--- config.mk ---
export PLATFORM = sky130hd
export DESIGN_NAME = qarith_unit
export DESIGN_NICKNAME = d
export VERILOG_FILES = /design/src/rtl/qarith_pkg.sv /design/src/rtl/qarith_ctrl.sv /design/src/rtl/qarith_datapath.sv /design/src/rtl/qarith_unit.sv
export SDC_FILE = /design/constraint.sdc
export NUM_CORES = 1
export LEC_CHECK = 0
export BUFFER_PORTS_ARGS = -buffer_cell sky130_fd_sc_hd__buf_2
export CAP_MARGIN = 20
export CORE_MARGIN = 3
export CORE_UTILIZATION = 35
export CTS_BUF_LIST = sky130_fd_sc_hd__clkbuf_4
export DETAILED_ROUTE_END_ITERATION = 8
export GPL_TIMING_DRIVEN = 1
export PLACE_DENSITY = 0.6
export SLEW_MARGIN = 15
export SYNTH_ARGS = -nofsm -noshare
export SYNTH_HDL_FRONTEND = slang
export SYNTH_SLANG_ARGS = --single-unit
export TNS_END_PERCENT = 30
--- constraint.sdc ---
create_clock -name clk -period 14.7 [get_ports clk]
set_clock_uncertainty 0.2 [all_clocks]
set_input_delay 0.735 -clock clk [delete_from_list [all_inputs] [get_ports clk]]
set_output_delay 0.735 -clock clk [all_outputs]
set_load 0.005 [all_outputs]
--- src/rtl/qarith_pkg.sv ---
package qarith_pkg;
  typedef enum logic [1:0] {
    OP_ADD   = 2'b00,
    OP_MUL   = 2'b01,
    OP_CONV  = 2'b10,
    OP_RECIP = 2'b11
  } qaOp_e;

  typedef struct packed {
    logic load;
    logic doAdd;
    logic doMul;
    logic doConv;
    logic doRecip;
  } qaStrobe_t;
endpackage

--- src/rtl/qarith_ctrl.sv ---
module qarith_ctrl
  import qarith_pkg::*;
(
  input  logic      clk,
  input  logic      rst,
  input  logic      validIn,
  input  qaOp_e     opSel,
  output qaStrobe_t strobes
);
  always_comb begin
    strobes         = '0;
    strobes.load    = validIn;
    strobes.doAdd   = validIn && (opSel == OP_ADD);
    strobes.doMul   = validIn && (opSel == OP_MUL);
    strobes.doConv  = validIn && (opSel == OP_CONV);
    strobes.doRecip = validIn && (opSel == OP_RECIP);
  end


  one_op_chk: assert property (@(posedge clk) disable iff (rst)
    strobes.load |-> ($countones({strobes.doAdd, strobes.doMul, strobes.doConv, strobes.doRecip}) == 1));


  idle_quiet_chk: assert property (@(posedge clk) disable iff (rst)
    !validIn |-> !(strobes.doAdd || strobes.doMul || strobes.doConv || strobes.doRecip));
endmodule

--- src/rtl/qarith_datapath.sv ---
module qarith_datapath
  import qarith_pkg::*;
#(
  parameter int DATA_W      = 16,
  parameter int FRAC_W      = DATA_W - 1,
  parameter int CONV_FRAC_W = 8,
  parameter int RECIP_Q15   = 3277
) (
  input  logic                     clk,
  input  logic                     rst,
  input  qaStrobe_t                strobes,
  input  logic signed [DATA_W-1:0] opA,
  input  logic signed [DATA_W-1:0] opB,
  output logic signed [DATA_W-1:0] result,
  output logic                     satFlag,
  output logic                     validOut
);
  localparam int SUM_W      = DATA_W + 1;
  localparam int PROD_W     = 2 * DATA_W;
  localparam int CONV_SHIFT = FRAC_W - CONV_FRAC_W;
  localparam int CONV_HI_I  = (1 << (DATA_W - 1 - CONV_SHIFT)) - 1;
  localparam logic signed [DATA_W-1:0] MAX_V   = {1'b0, {(DATA_W-1){1'b1}}};
  localparam logic signed [DATA_W-1:0] MIN_V   = {1'b1, {(DATA_W-1){1'b0}}};
  localparam logic signed [DATA_W-1:0] CONV_HI = DATA_W'(CONV_HI_I);
  localparam logic signed [DATA_W-1:0] CONV_LO = -CONV_HI - DATA_W'(1);
  localparam logic signed [DATA_W-1:0] RECIP_C = DATA_W'(RECIP_Q15);

  logic signed [SUM_W-1:0]  sumWide;
  logic signed [DATA_W-1:0] mulSrc;
  logic signed [PROD_W-1:0] prodWide;
  logic signed [PROD_W-1:0] prodShift;
  logic [PROD_W-DATA_W:0]   prodTop;
  logic                     prodOvf;
  logic signed [DATA_W-1:0] sumRes, prodRes, convRes, convClamp;
  logic                     sumSat, prodSat, convSat;
  logic signed [DATA_W-1:0] nextRes;
  logic                     nextSat;

  // Sum path: one guard bit tells an overflow by disagreeing with the next bit.
  always_comb begin
    sumWide = {opA[DATA_W-1], opA} + {opB[DATA_W-1], opB};
    sumSat  = sumWide[SUM_W-1] != sumWide[SUM_W-2];
    if (sumSat) sumRes = sumWide[SUM_W-1] ? MIN_V : MAX_V;
    else        sumRes = sumWide[DATA_W-1:0];
  end

  // Product path, shared by multiply and reciprocal divide.
  always_comb begin
    mulSrc    = strobes.doRecip ? RECIP_C : opB;
    prodWide  = opA * mulSrc;
    prodShift = prodWide >>> FRAC_W;
    prodTop   = prodShift[PROD_W-1:DATA_W-1];
    prodOvf   = !((&prodTop) || !(|prodTop));
    prodSat   = prodOvf;
    if (prodOvf) prodRes = prodShift[PROD_W-1] ? MIN_V : MAX_V;
    else         prodRes = prodShift[DATA_W-1:0];
  end

  // Format conversion: limit first, then move the binary point.
  always_comb begin
    convSat = 1'b0;
    if (opA > CONV_HI) begin
      convClamp = CONV_HI;
      convSat   = 1'b1;
    end else if (opA < CONV_LO) begin
      convClamp = CONV_LO;
      convSat   = 1'b1;
    end else begin
      convClamp = opA;
    end
    convRes = convClamp <<< CONV_SHIFT;
  end

  always_comb begin
    nextRes = sumRes;
    nextSat = sumSat;
    if (strobes.doMul || strobes.doRecip) begin
      nextRes = prodRes;
      nextSat = prodSat;
    end else if (strobes.doConv) begin
      nextRes = convRes;
      nextSat = convSat;
    end
  end

  always_ff @(posedge clk) begin
    if (rst) begin
      result   <= '0;
      satFlag  <= 1'b0;
      validOut <= 1'b0;
    end else begin
      validOut <= strobes.load;
      if (strobes.load) begin
        result  <= nextRes;
        satFlag <= nextSat;
      end
    end
  end


  valid_follow_chk: assert property (@(posedge clk) disable iff (rst)
    strobes.load |=> validOut);

  valid_drop_chk: assert property (@(posedge clk) disable iff (rst)
    !strobes.load |=> !validOut);

  hold_result_chk: assert property (@(posedge clk) disable iff (rst)
    !strobes.load |=> ($stable(result) && $stable(satFlag)));

  sat_level_chk: assert property (@(posedge clk) disable iff (rst)
    satFlag |-> (result == MAX_V || result == MIN_V || result == (CONV_HI <<< CONV_SHIFT)));
endmodule

--- src/rtl/qarith_unit.sv ---
module qarith_unit
  import qarith_pkg::*;
#(
  parameter int DATA_W      = 16,
  parameter int CONV_FRAC_W = 8,
  parameter int RECIP_Q15   = 3277
) (
  input  logic                     clk,
  input  logic                     rst,
  input  logic                     validIn,
  input  logic [1:0]               opcode,
  input  logic signed [DATA_W-1:0] opA,
  input  logic signed [DATA_W-1:0] opB,
  output logic signed [DATA_W-1:0] result,
  output logic                     validOut,
  output logic                     satFlag
);
  qaStrobe_t strobes;

  qarith_ctrl uCtrl (
    .clk     (clk),
    .rst     (rst),
    .validIn (validIn),
    .opSel   (qaOp_e'(opcode)),
    .strobes (strobes)
  );

  qarith_datapath #(
    .DATA_W      (DATA_W),
    .FRAC_W      (DATA_W - 1),
    .CONV_FRAC_W (CONV_FRAC_W),
    .RECIP_Q15   (RECIP_Q15)
  ) uData (
    .clk      (clk),
    .rst      (rst),
    .strobes  (strobes),
    .opA      (opA),
    .opB      (opB),
    .result   (result),
    .satFlag  (satFlag),
    .validOut (validOut)
  );
endmodule

After elaboration in Yosys (flattened, before gate mapping)
Cells that the tools add are included.
{ "totals": {"input_bits": 37, "wordCells": 33, "reg_bits": 18} }
{ "op_classes": {"order_cmp": 2, "eq_ne": 4, "mul": 1, "muxes": 13, "reduce_logical": 9, "addsub": 1} }
{ "op_table": {"columns": ["cell", "count"], "rows": [
  ["$mux 16", 7],
  ["$mul 16x16->32", 1],
  ["$mux 9", 2],
  ["$add 16x16->17", 1],
  ["$gt 16x9->1 const B", 1],
  ["$lt 16x9->1 const B", 1],
  ["$eq 2x2->1 const B", 2],
  ["$mux 1", 4],
  ["$logic_and 1x1->1", 3],
  ["$eq 2x1->1 const B", 1],
  ["$logic_not 1->1", 2],
  ["$logic_or 1x1->1", 2],
  ["$reduce_and 2->1", 1],
  ["$reduce_or 2->1", 1],
  ["$ne 1x1->1", 1]
]} }

Longest topological paths before layout
Gate-level depths: netlist of run 1.
{ "logic_depth": {"ltp_word": 9, "mapped_depth": 29, "ltp_nobuf": 25} }

Cells and area by module
From an unflattened synthesis of run 1, not the netlist that was laid out.
{ "unflattened": {"hier_cells": 1348, "area_unflattened_um2": 11755.0} }
{ "modules_own_cells": {"columns": ["mod", "cells_per_inst", "instances", "area_per_inst_um2"], "rows": [
  ["qarith_datapath", 1343, 1, 11710.0],
  ["qarith_ctrl", 5, 1, 45.0]
]} }

Worst setup path after synthesis of run 1
No wires, ideal clock.
{ "synth_timing": {"kind": "input to register", "from": "input validIn", "to": "register uData.result[7]", "path_buffers": 4, "arrival_time_ps": 7074, "required_ps": 14380, "setup_slack_ps": 7306, "stages": 27, "path_cell_list": "buf_2 nand3_1 clkbuf_1 nand2b_1 clkbuf_1 nand2_1 fa_1 inv_1 fa_1 inv_1 fa_1 inv_1 fa_1 fa_1 inv_1 fa_1 inv_1 ha_1 clkbuf_1 a21o_1 a21o_1 a221oi_2 a21boi_0 or3_1 o211ai_1 a21boi_1 o31a_1"} }
{ "synth_via": {"elab_chain_len": 8, "elab_cells_between_ends": 14, "classes_between": "1 x mul; 5 x mux; 8 x reduce/logical"} }
{ "synth_rtl": {"columns": ["item", "line_no", "text"], "rows": [
  ["start, declared", "qarith_unit.sv:10", "input logic validIn,"],
  ["$logic_and 1x1->1", "qarith_ctrl.sv:16", "strobes.doRecip = validIn && (opSel == OP_RECIP);"],
  ["$mux 16", "qarith_datapath.sv:49", "mulSrc = strobes.doRecip ? RECIP_C : opB;"],
  ["$mul 16x16->32", "qarith_datapath.sv:50", "prodWide = opA * mulSrc;"],
  ["$reduce_or 2->1", "qarith_datapath.sv:53", "prodOvf = !((&prodTop) || !(|prodTop));"],
  ["$logic_not 1->1", "qarith_datapath.sv:53", null],
  ["$logic_or 1x1->1", "qarith_datapath.sv:53", null],
  ["$mux 16", "qarith_datapath.sv:55", "if (prodOvf) prodRes = prodShift[PROD_W-1] ? MIN_V : MAX_V;"],
  ["$mux 16", "qarith_datapath.sv:77", "if (strobes.doMul || strobes.doRecip) begin"],
  ["end signal, assigned", "qarith_datapath.sv:94", "result <= nextRes;"],
  ["end, declared", "qarith_datapath.sv:14", "output logic signed [DATA_W-1:0] result,"]
]} }
Parallel ways exist; a longest one is shown, timed or not.
A chain may end at the register's enable or synchronous reset.

Worst setup path in the final report of run 1
{ "layout_timing": {"from": "input validIn", "to": "register uData.result[12]"} }
Same word-level chain as after synthesis.

==> results of run 1 <==
==> flip-flops by register name (all words and copies together) (netlist names) <==
register and flops:
uData.satFlag 1, uData.result 16, uData.validOut 1
==> metrics by stage <==
step	instance area, um^2	util (%)
2_1_floorplan	11840	-
3_3_place_gp	12450	37.80
3_5_place_dp	12450	37.80
4_1_cts	12480	37.88
5_1_grt	12480	37.88
6_report	12480	37.88
==> area by class of cell <==
| class | instances | area (um^2) | area share [%] |
|---|---|---|---|
| clock buffer | 3 | 22.52 | 0.1805 |
| sequential | 18 | 360.3 | 2.887 |
| inverter | 295 | 1107 | 8.872 |
| timing repair buffer | 58 | 300.3 | 2.406 |
| tap | 442 | 553.0 | 4.431 |
| multi-input combinational | 972 | 10130 | 81.19 |
| clock inverter | 1 | 3.754 | 0.03008 |
==> cells by family (layout without fill, tap and decap cells) <==
| group | Yosys count | count (layout) | synth area share, % |
|---|---|---|---|
| buffers and inverters | 354 | 357 | 11.39 |
| adder cells (fa/ha/maj) | 357 | 357 | 54.35 |
| XOR/XNOR | 34 | 34 | 2.579 |
| AO/OA/AOI/OAI | 171 | 171 | 11.00 |
| flip-flops | 18 | 18 | 3.044 |
| multiplexers | 1 | 1 | 0.1162 |
| AND/OR/NAND/NOR | 409 | 409 | 17.51 |
==> worst max-delay path by stage <==
stage,from,end,slack [ps],cells after the start
4_1_cts,validIn,uData.result[12],6240,26
5_1_grt,validIn,uData.result[12],5660,26
2_1_floorplan,validIn,uData.result[7],7310,27
6_report,validIn,uData.result[12],6180,26
3_3_place_gp,validIn,uData.result[12],6110,26
3_5_place_dp,validIn,uData.result[12],5950,26
==> cells in the mapped netlist, types with 18 or more instances <==
cell type  count  share of area (%)
fa_1         262                 44
clkbuf_1      50                1.6
ha_1          95                 10
nand2_1      164                5.2
nor2_1        41                1.3
nand3_1       28                1.2
and3_1        68                3.6
a21oi_1       41                1.7
o21ai_0       23               0.97
and2_1        50                2.6
inv_1        294                9.3
xnor2_1       25                1.8
dfxtp_1       18                3.0
==> layer usage <==
layer  vias to the layer above  wire, um  share of wire (%)  global-route usage, %
met5                         -         0                  0                      0
met4                         0       510                1.6                  2.929
met3                        33      1349                4.4                  1.437
met2                       219     15520                 50                  31.90
met1                      4721     13550                 44                  24.67
li1                       4200         -                  -                      -
==> worst max-delay path, cell delays in order <==
cell,delay [ps]
buf_2,180
nand3_2,440
buf_4,560
and2_0,760
nand2_1,150
fa_1,520
inv_1,140
fa_1,620
inv_1,100
fa_1,480
inv_1,50
fa_1,510
inv_1,50
fa_1,470
inv_1,50
fa_1,430
ha_1,380
nand4_1,150
nor2_1,210
nand2_1,80
nor3_1,330
a21oi_4,120
xnor2_2,210
a21oi_4,400
nand3b_1,150
a41oi_2,210
==> results.tsv, run 1 <==
metric	value	unit
setup_viol	0	
fp.dieW	189.9	um
start_util	35.93	%
io-pin-count	55	
num_rows	66	
grt_antenna_before_repair	0	
tightestPinTransition	859.5	ps
fp.dieArea	36060	um^2
fillerInstances	3411	
tns	0	ps
layout.cells.most_common_list	inv_1 (294), fa_1 (262), nand2_1 (164), ha_1 (95), and3_1 (68)	
hold_path_class	register to register	
share_of_flip_flops_with_an_asynchronous_set_or_reset	0	%
cts-htree-levels	1	
grt_pass1_vias	9976	
cts_made_buffers	3	
die_height	189.9	um
hold-path-endpoint	uData.result[11]	
flop2flop_setup_slack	13800	ps
regToRegStartpoint	uData.result[8]	
synth.ff_latch_count	18	
hold_violations	0	
cts-root-buf	clkbuf_4	
timing.setup.critical_path_class	primary input to register	
synth-warning-count	0	
fmaxAchievable	117.3	MHz
capture_point_of_the_worst_reg_to_reg_path	uData.result[8]	
mappedNetlistArea	11840	um^2
timing.max_cap.violations	0	
layout_cells_sized_above_1	7.275	%
number_of_synthesized_flops_with_an_enable_pin	0	
min_period_over_period	57.97	%
mappedNetlistNets	1738	
outcome	finished, final reports clean	
detail_route.iter0.violations	475	
antenna_left	0	
cts.path.max_buffers	2	
crit_path_max_fanout	65	
synth.lib_cells_used.distinct	71	
pin_count_of_the_biggest_net_entering_global_routing	66	
timing.critical_path.required	14730	ps
cp.arrival	8550	ps
number_of_instances_in_the_placed_design	1785	
clock_sinks	18	
instances_no_fill	1789	
fp.coreArea	32950	um^2
critical_path_endpoint_category	register	
min-delay-start	uData.result[11]	
fin_hold_ws	294.2	ps
worst_setup_path_start_kind	primary input	
tritoncts_clock_tree	built	
finalWirelength	30920	um
synth_sequential_area_ratio	3.044	%
holdPathStages	2	
grt_use_total	18.05	%
worst_r2r_path_depth	2	
n_antenna_cell	0	
place.port_buffers	54	
synth_ff_type	dfxtp_1	
clk_pin_slew	110	ps
grt_first_pass_wirelength	52200	um
rsz0062_at_grt	false	
postSynthAreaPerCell	8.808	um^2
clk_latency	290	ps
timing.max_slew.rel_slack	42.67	%
grt.overflow.total	0	
drt-wirelength-per-cell	17.29	um
min_period	8522	ps
layout.cells.most_common	inv_1	
detailroute.via_count	9173	
drcViolationCount	0	
timing_max_transition_violations_final	0	
post-cts-setup-buffers	0	
hpwlAfterDp	25120	um
postLayoutSetupSlackWorst	6178	ps
finalNetCount	1742	
syn_inst	1344	
cts_hold_repair.buffers	0	
detailedPlace.worstSlack	5948	ps
vias_per_cell	5.127	
area_delta_synth_final	5.433	%
gp_congestion	0.9034	
cts_repair_resize_count	0	
drt-pass1-iter-count	5	
Power of run 1 is not shown: default switching activity piles up to over one toggle a cycle in this logic, so the estimate is an artifact.
==> run 2, diff against run 1 <==
--- a/config.mk
+++ b/config.mk
@@ -12,7 +12,7 @@
 export CTS_BUF_LIST = sky130_fd_sc_hd__clkbuf_4
 export DETAILED_ROUTE_END_ITERATION = 8
 export GPL_TIMING_DRIVEN = 1
-export PLACE_DENSITY = 0.6
+export PLACE_DENSITY = 0.62
 export SLEW_MARGIN = 15
 export SYNTH_ARGS = -nofsm -noshare
 export SYNTH_HDL_FRONTEND = slang
==> constraint.sdc (replaced) <==
create_clock -name clk -period 6.8 [get_ports clk]
set_clock_uncertainty 0.2 [all_clocks]
set_input_delay 0.34 -clock clk [delete_from_list [all_inputs] [get_ports clk]]
set_output_delay 0.34 -clock clk [all_outputs]
set_load 0.005 [all_outputs]
==> run 2 against run 1 <==
  * Utilization is 4.9 points higher
  * Register-to-register slack worse by 7900 ps
  * Worst setup slack got worse by 6000 ps
  * Routed wire length rose by 9.2%
  * Hold slack worse by 22 ps
  * Via count increased by 7.6%
  * Critical endpoint is now uData.result[7]
  * Clock-buffer cell count unchanged
  * Critical path depth increased by 1
  * Final cell count up 8.8%
  * Flip-flop and latch count unchanged
  * First-iteration DRC count up 49%
  * Sequential share of layout area fell by 0.33 points
==> results.tsv, run 2 (synthesized netlist as in run 1, its figures left out) <==
metric	value	unit
detailroute.via_count	9871	
fp.dieW	189.9	um
grt_use_total	19.09	%
timing.critical_path.required	6790	ps
grt_first_pass_wirelength	55030	um
global_route.usage.met1	26.58	%
fp.dieArea	36060	um^2
drcViolationCount	0	
clk_latency	290	ps
cts-root-buf	clkbuf_4	
finalNetCount	1900	
cp.arrival	6570	ps
layout_cells_sized_above_1	19.41	%
layout.cells.most_common_list	inv_1 (292), fa_1 (257), nand2_1 (164), buf_4 (141), ha_1 (88)	
hold_violations	0	
min_period_over_period	96.78	%
finalWirelength	33770	um
cts.path.max_buffers	2	
largest_register	uData.result	
grt_pass1_vias	10470	
finish.instance_area	14090	um^2
fmaxAchievable	152.0	MHz
clk_pin_slew	100	ps
grt_busiest_layer	met2	
place.port_buffers	54	
holdPathStages	2	
timing.max_cap.violations	0	
pin_count_of_the_biggest_net_entering_global_routing	27	
critPathLaunch	opcode[1]	
worst_r2r_path_depth	2	
timing.max_slew.rel_slack	51.46	%
hold_path_class	primary input to register	
io-pin-count	55	
detail_route.iter0.violations	710	
min_period	6581	ps
grt_antenna_before_repair	1	
antenna_left	0	
reg.largest.list	uData.result: 16 flops, uData.satFlag: 1 flops, uData.validOut: 1 flops	
globalRouteMet2Util	32.40	%
timing_max_transition_violations_final	0	
tritoncts_clock_tree	built	
die_height	189.9	um
worst_setup_path_start_kind	primary input	
fp.coreArea	32950	um^2
timing.setup.critical_path_class	primary input to register	
drt-wirelength-per-cell	17.35	um
clock_sinks	18	
tightestPinTransition	723.2	ps
hpwlAfterDp	28570	um
setup_viol	0	
detailedPlace.worstSlack	-235.0	ps
rsz0062_at_grt	true	
globalRouteMet3Util	2.027	%
cts-htree-levels	1	
gp_congestion	0.8617	
crit_path_max_fanout	7	
flip_flop_count_of_the_largest_register_all_copies_and_words_added	16	
num_rows	66	
outcome	finished, final reports clean	
placed_cell_area	13700	um^2
vias_per_cell	5.072	
area_delta_synth_final	19.03	%
min-delay-start	rst	
regToRegStartpoint	uData.result[14]	
n_antenna_cell	0	
fillerInstances	3260	
layout.cells.most_common	inv_1	
cts_made_buffers	3	
postLayoutSetupSlackWorst	219.1	ps
critical_path_endpoint_category	register	
start_util	35.93	%
drt-pass1-iter-count	5	
grt.overflow.total	0	
run 2: cell count changes in the layout (fill, tap and decap cells not counted), moves of 4 or more:
| cell | previous run | this run |
|---|---|---|
| a21oi_2 | 2 | 8 |
| ha_4 | 0 | 6 |
| buf_4 | 4 | 141 |
| fa_2 | 0 | 5 |
| buf_12 | 0 | 12 |
| ha_1 | 95 | 88 |
| and2_4 | 0 | 4 |
| a21oi_1 | 41 | 35 |
| buf_6 | 0 | 6 |
| fa_1 | 262 | 257 |
run 2: critical path: stages:
cell	delay, ps
buf_2	120
nand3_4	110
buf_12	150
and2_1	170
buf_12	140
nand2_1	100
inv_1	80
fa_1	540
buf_4	180
fa_2	550
fa_1	510
inv_1	50
fa_1	570
inv_1	70
fa_1	500
fa_1	420
ha_1	310
buf_4	160
nand2_1	50
o21ai_0	90
o21bai_2	240
a211oi_1	200
inv_1	100
o211a_1	260
o211ai_1	180
a21boi_1	90
o31a_1	280
run 2: worst paths after layout:
kind | endpoint | slack, ps
max | uData.result[7] | 220
min | uData.validOut | 270
max reg2reg | uData.result[14] | 5890
min reg2reg | uData.result[15] | 290
run 2: area by class of cell:
type | count | area (um^2) | area share (%)
flip-flops and latches | 18 | 360.3 | 2.557
multi-input cells | 973 | 10360 | 73.53
clock buffers | 3 | 22.52 | 0.1598
repair buffers | 215 | 1687 | 11.97
well taps | 442 | 553.0 | 3.925
inverters | 295 | 1107 | 7.859
run 2: layer usage:
metal / vias up / part of all wire (%)
met3: 59 / 5.8
met4: 2 / 2.4
met2: 301 / 49
li1: 4525 / -
met1: 4984 / 43
met5: - / 0.038
run 2: repair_timing:
item | CTS | global route
setup buffers | 0 | 8
hold buffers | 0 | 0
setup endpoints to repair | 0 | 17
gates resized for setup | 0 | 52
hold endpoints to repair | 0 | 0
run 2: per-stage QoR:
step	util (%)	cells	setup TNS, ps	hold slack (ps)
final	42.76	1946	0	271.9
after detailed placement	41.57	1932	-3059	278.2
after global placement	41.57	1932	-1080	274.2
after global routing	42.76	1946	-14.19	266.5
after floorplan	-	1344	0	271.6
after CTS	41.64	1935	0	239.2
Power of run 2 is left out for the same reason.
==> run 3, diff against run 2 <==
--- a/config.mk
+++ b/config.mk
@@ -7,12 +7,14 @@
 export LEC_CHECK = 0
 export BUFFER_PORTS_ARGS = -buffer_cell sky130_fd_sc_hd__buf_2
 export CAP_MARGIN = 20
+export CELL_PAD_IN_SITES_DETAIL_PLACEMENT = 0
+export CELL_PAD_IN_SITES_GLOBAL_PLACEMENT = 1
 export CORE_MARGIN = 3
 export CORE_UTILIZATION = 35
 export CTS_BUF_LIST = sky130_fd_sc_hd__clkbuf_4
 export DETAILED_ROUTE_END_ITERATION = 8
 export GPL_TIMING_DRIVEN = 1
-export PLACE_DENSITY = 0.62
+export PLACE_DENSITY = 0.74
 export SLEW_MARGIN = 15
 export SYNTH_ARGS = -nofsm -noshare
 export SYNTH_HDL_FRONTEND = slang
==> run 3 against run 2 <==
  * Non-clock buffer count is 5 higher
  * Die area is the same
  * Register-to-register slack worse by 20 ps
  * Utilization fell by 0.21 points
  * First-iteration DRC count down 34%
  * Cell area decreased by 0.49%
  * Hold slack lost 19 ps
  * Sequential share of layout area about the same
  * Via count is 1.9% lower
  * Clock-buffer cell count unchanged
  * Final cell count increased by 0.36%
  * Worst setup slack worse by 5.0 ps
==> results.tsv, run 3 (synthesized netlist as in run 1, its figures left out) <==
metric	value	unit
tightestPinTransition	693.7	ps
setup_viol	0	
placed_cell_area	13750	um^2
layout.cells.most_common_list	inv_1 (294), fa_1 (261), nand2_1 (164), buf_4 (152), ha_1 (91)	
drcViolationCount	0	
hold_path_class	primary input to register	
clk_latency	290	ps
cts_hold_repair.buffers	0	
timing.max_slew.rel_slack	52.84	%
crit_path_max_fanout	10	
detailroute.via_count	9679	
cts.path.max_buffers	2	
cp.arrival	6610	ps
vias_per_cell	4.956	
timing_max_transition_violations_final	0	
grt_pass1_vias	10640	
tns	0	ps
drt-pass1-iter-count	5	
start_util	35.93	%
routed-wl-met3	1293	um
outcome	finished, final reports clean	
flip_flop_count_of_the_largest_register_all_copies_and_words_added	16	
drt-wirelength-per-cell	17.24	um
grt_first_pass_wirelength	56420	um
finalNetCount	1905	
hpwlAfterDp	28900	um
number_of_instances_in_the_placed_design	1941	
reg.largest.list	uData.result: 16 flops, uData.satFlag: 1 flops, uData.validOut: 1 flops	
min_period_over_period	96.85	%
io-pin-count	55	
grt_antenna_before_repair	1	
antenna_left	0	
timing.setup.critical_path_class	primary input to register	
num_rows	66	
min_period	6586	ps
die_height	189.9	um
finalWirelength	33660	um
place.port_buffers	54	
rsz0062_at_grt	true	
clock_sinks	18	
pin_count_of_the_biggest_net_entering_global_routing	25	
critical_path_endpoint_category	register	
detail_route.iter0.violations	469	
gp_congestion	0.8766	
maxUsedRoutingLayer	met4	
finish.instance_area	14020	um^2
cts_made_buffers	3	
timing.critical_path.required	6830	ps
grt_use_total	19.53	%
cts-htree-levels	1	
fin_hold_ws	253.3	ps
fp.coreArea	32950	um^2
drt-met1-wl	15520	um
layout_cells_sized_above_1	18.94	%
timing.max_cap.violations	0	
layout.cells.most_common	inv_1	
area_delta_synth_final	18.44	%
fp.dieW	189.9	um
fp.dieArea	36060	um^2
clk_pin_slew	110	ps
instances_no_fill	1953	
worst_setup_path_start_kind	primary input	
fmaxAchievable	151.8	MHz
routed_length_on_met2	16120	um
cts-root-buf	clkbuf_4	
tritoncts_clock_tree	built	
largest_register	uData.result	
hold_violations	0	
grt.overflow.total	0	
==> run 3: final cells by class <==
type	count	area, um^2
Fill cell	3246	18930
Multi-Input combinational cell	973	10310
Timing Repair Buffer	220	1657
Inverter	295	1107
Tap cell	442	553.0
Sequential cell	18	360.3
Clock buffer	3	22.52
Clock inverter	1	3.754
Antenna cell	1	2.502
==> run 3: critical path, stage by stage <==
cell and delay, ps:
buf_2 110, nand3_4 190, buf_6 200, buf_4 160, and3_1 200, fa_1 530, inv_1 50, fa_1 460
fa_1 530, inv_1 60, fa_1 480, fa_1 490, inv_1 50, fa_1 470, inv_1 40, ha_1 280
and2_4 170, and3_1 160, a32o_2 250, o2111ai_4 290, a21o_1 190, o211ai_2 110, buf_4 170, nor2_4 160
buf_12 120, nand3_4 130, a41oi_2 180
==> run 3: per-stage QoR <==
stage,util (%),setup slack [ps]
6_report,42.55,214.1
3_3_place_gp,41.74,-247.1
4_1_cts,41.83,4.886
3_5_place_dp,41.74,-307.4
2_1_floorplan,-,26.47
5_1_grt,42.55,-32.73
==> run 3: per-layer routing <==
metal  vias to the layer above  track usage (%)
met4                         0            3.440
met3                        45            1.898
met1                      4879            27.20
li1                       4535                -
met5                         -                0
met2                       220            33.55
==> run 3: final timing paths <==
check                           to             start  slack, ps  depth (start not counted)
hold / removal      uData.validOut               rst        250                          2
hold reg to reg   uData.result[15]  uData.result[15]        290                          2
setup / recovery   uData.result[4]           validIn        210                         27
setup reg to reg  uData.result[13]  uData.result[13]       5870                          2
==> run 3: timing repair <==
item	4_1_cts	5_1_grt
cloned	0	1
hold endpoints to repair	0	0
buffers inserted	0	6
endpoints found under the setup margin	5	17
gates resized for setup	1	37
pin swaps	0	18
Power of run 3 is left out for the same reason.
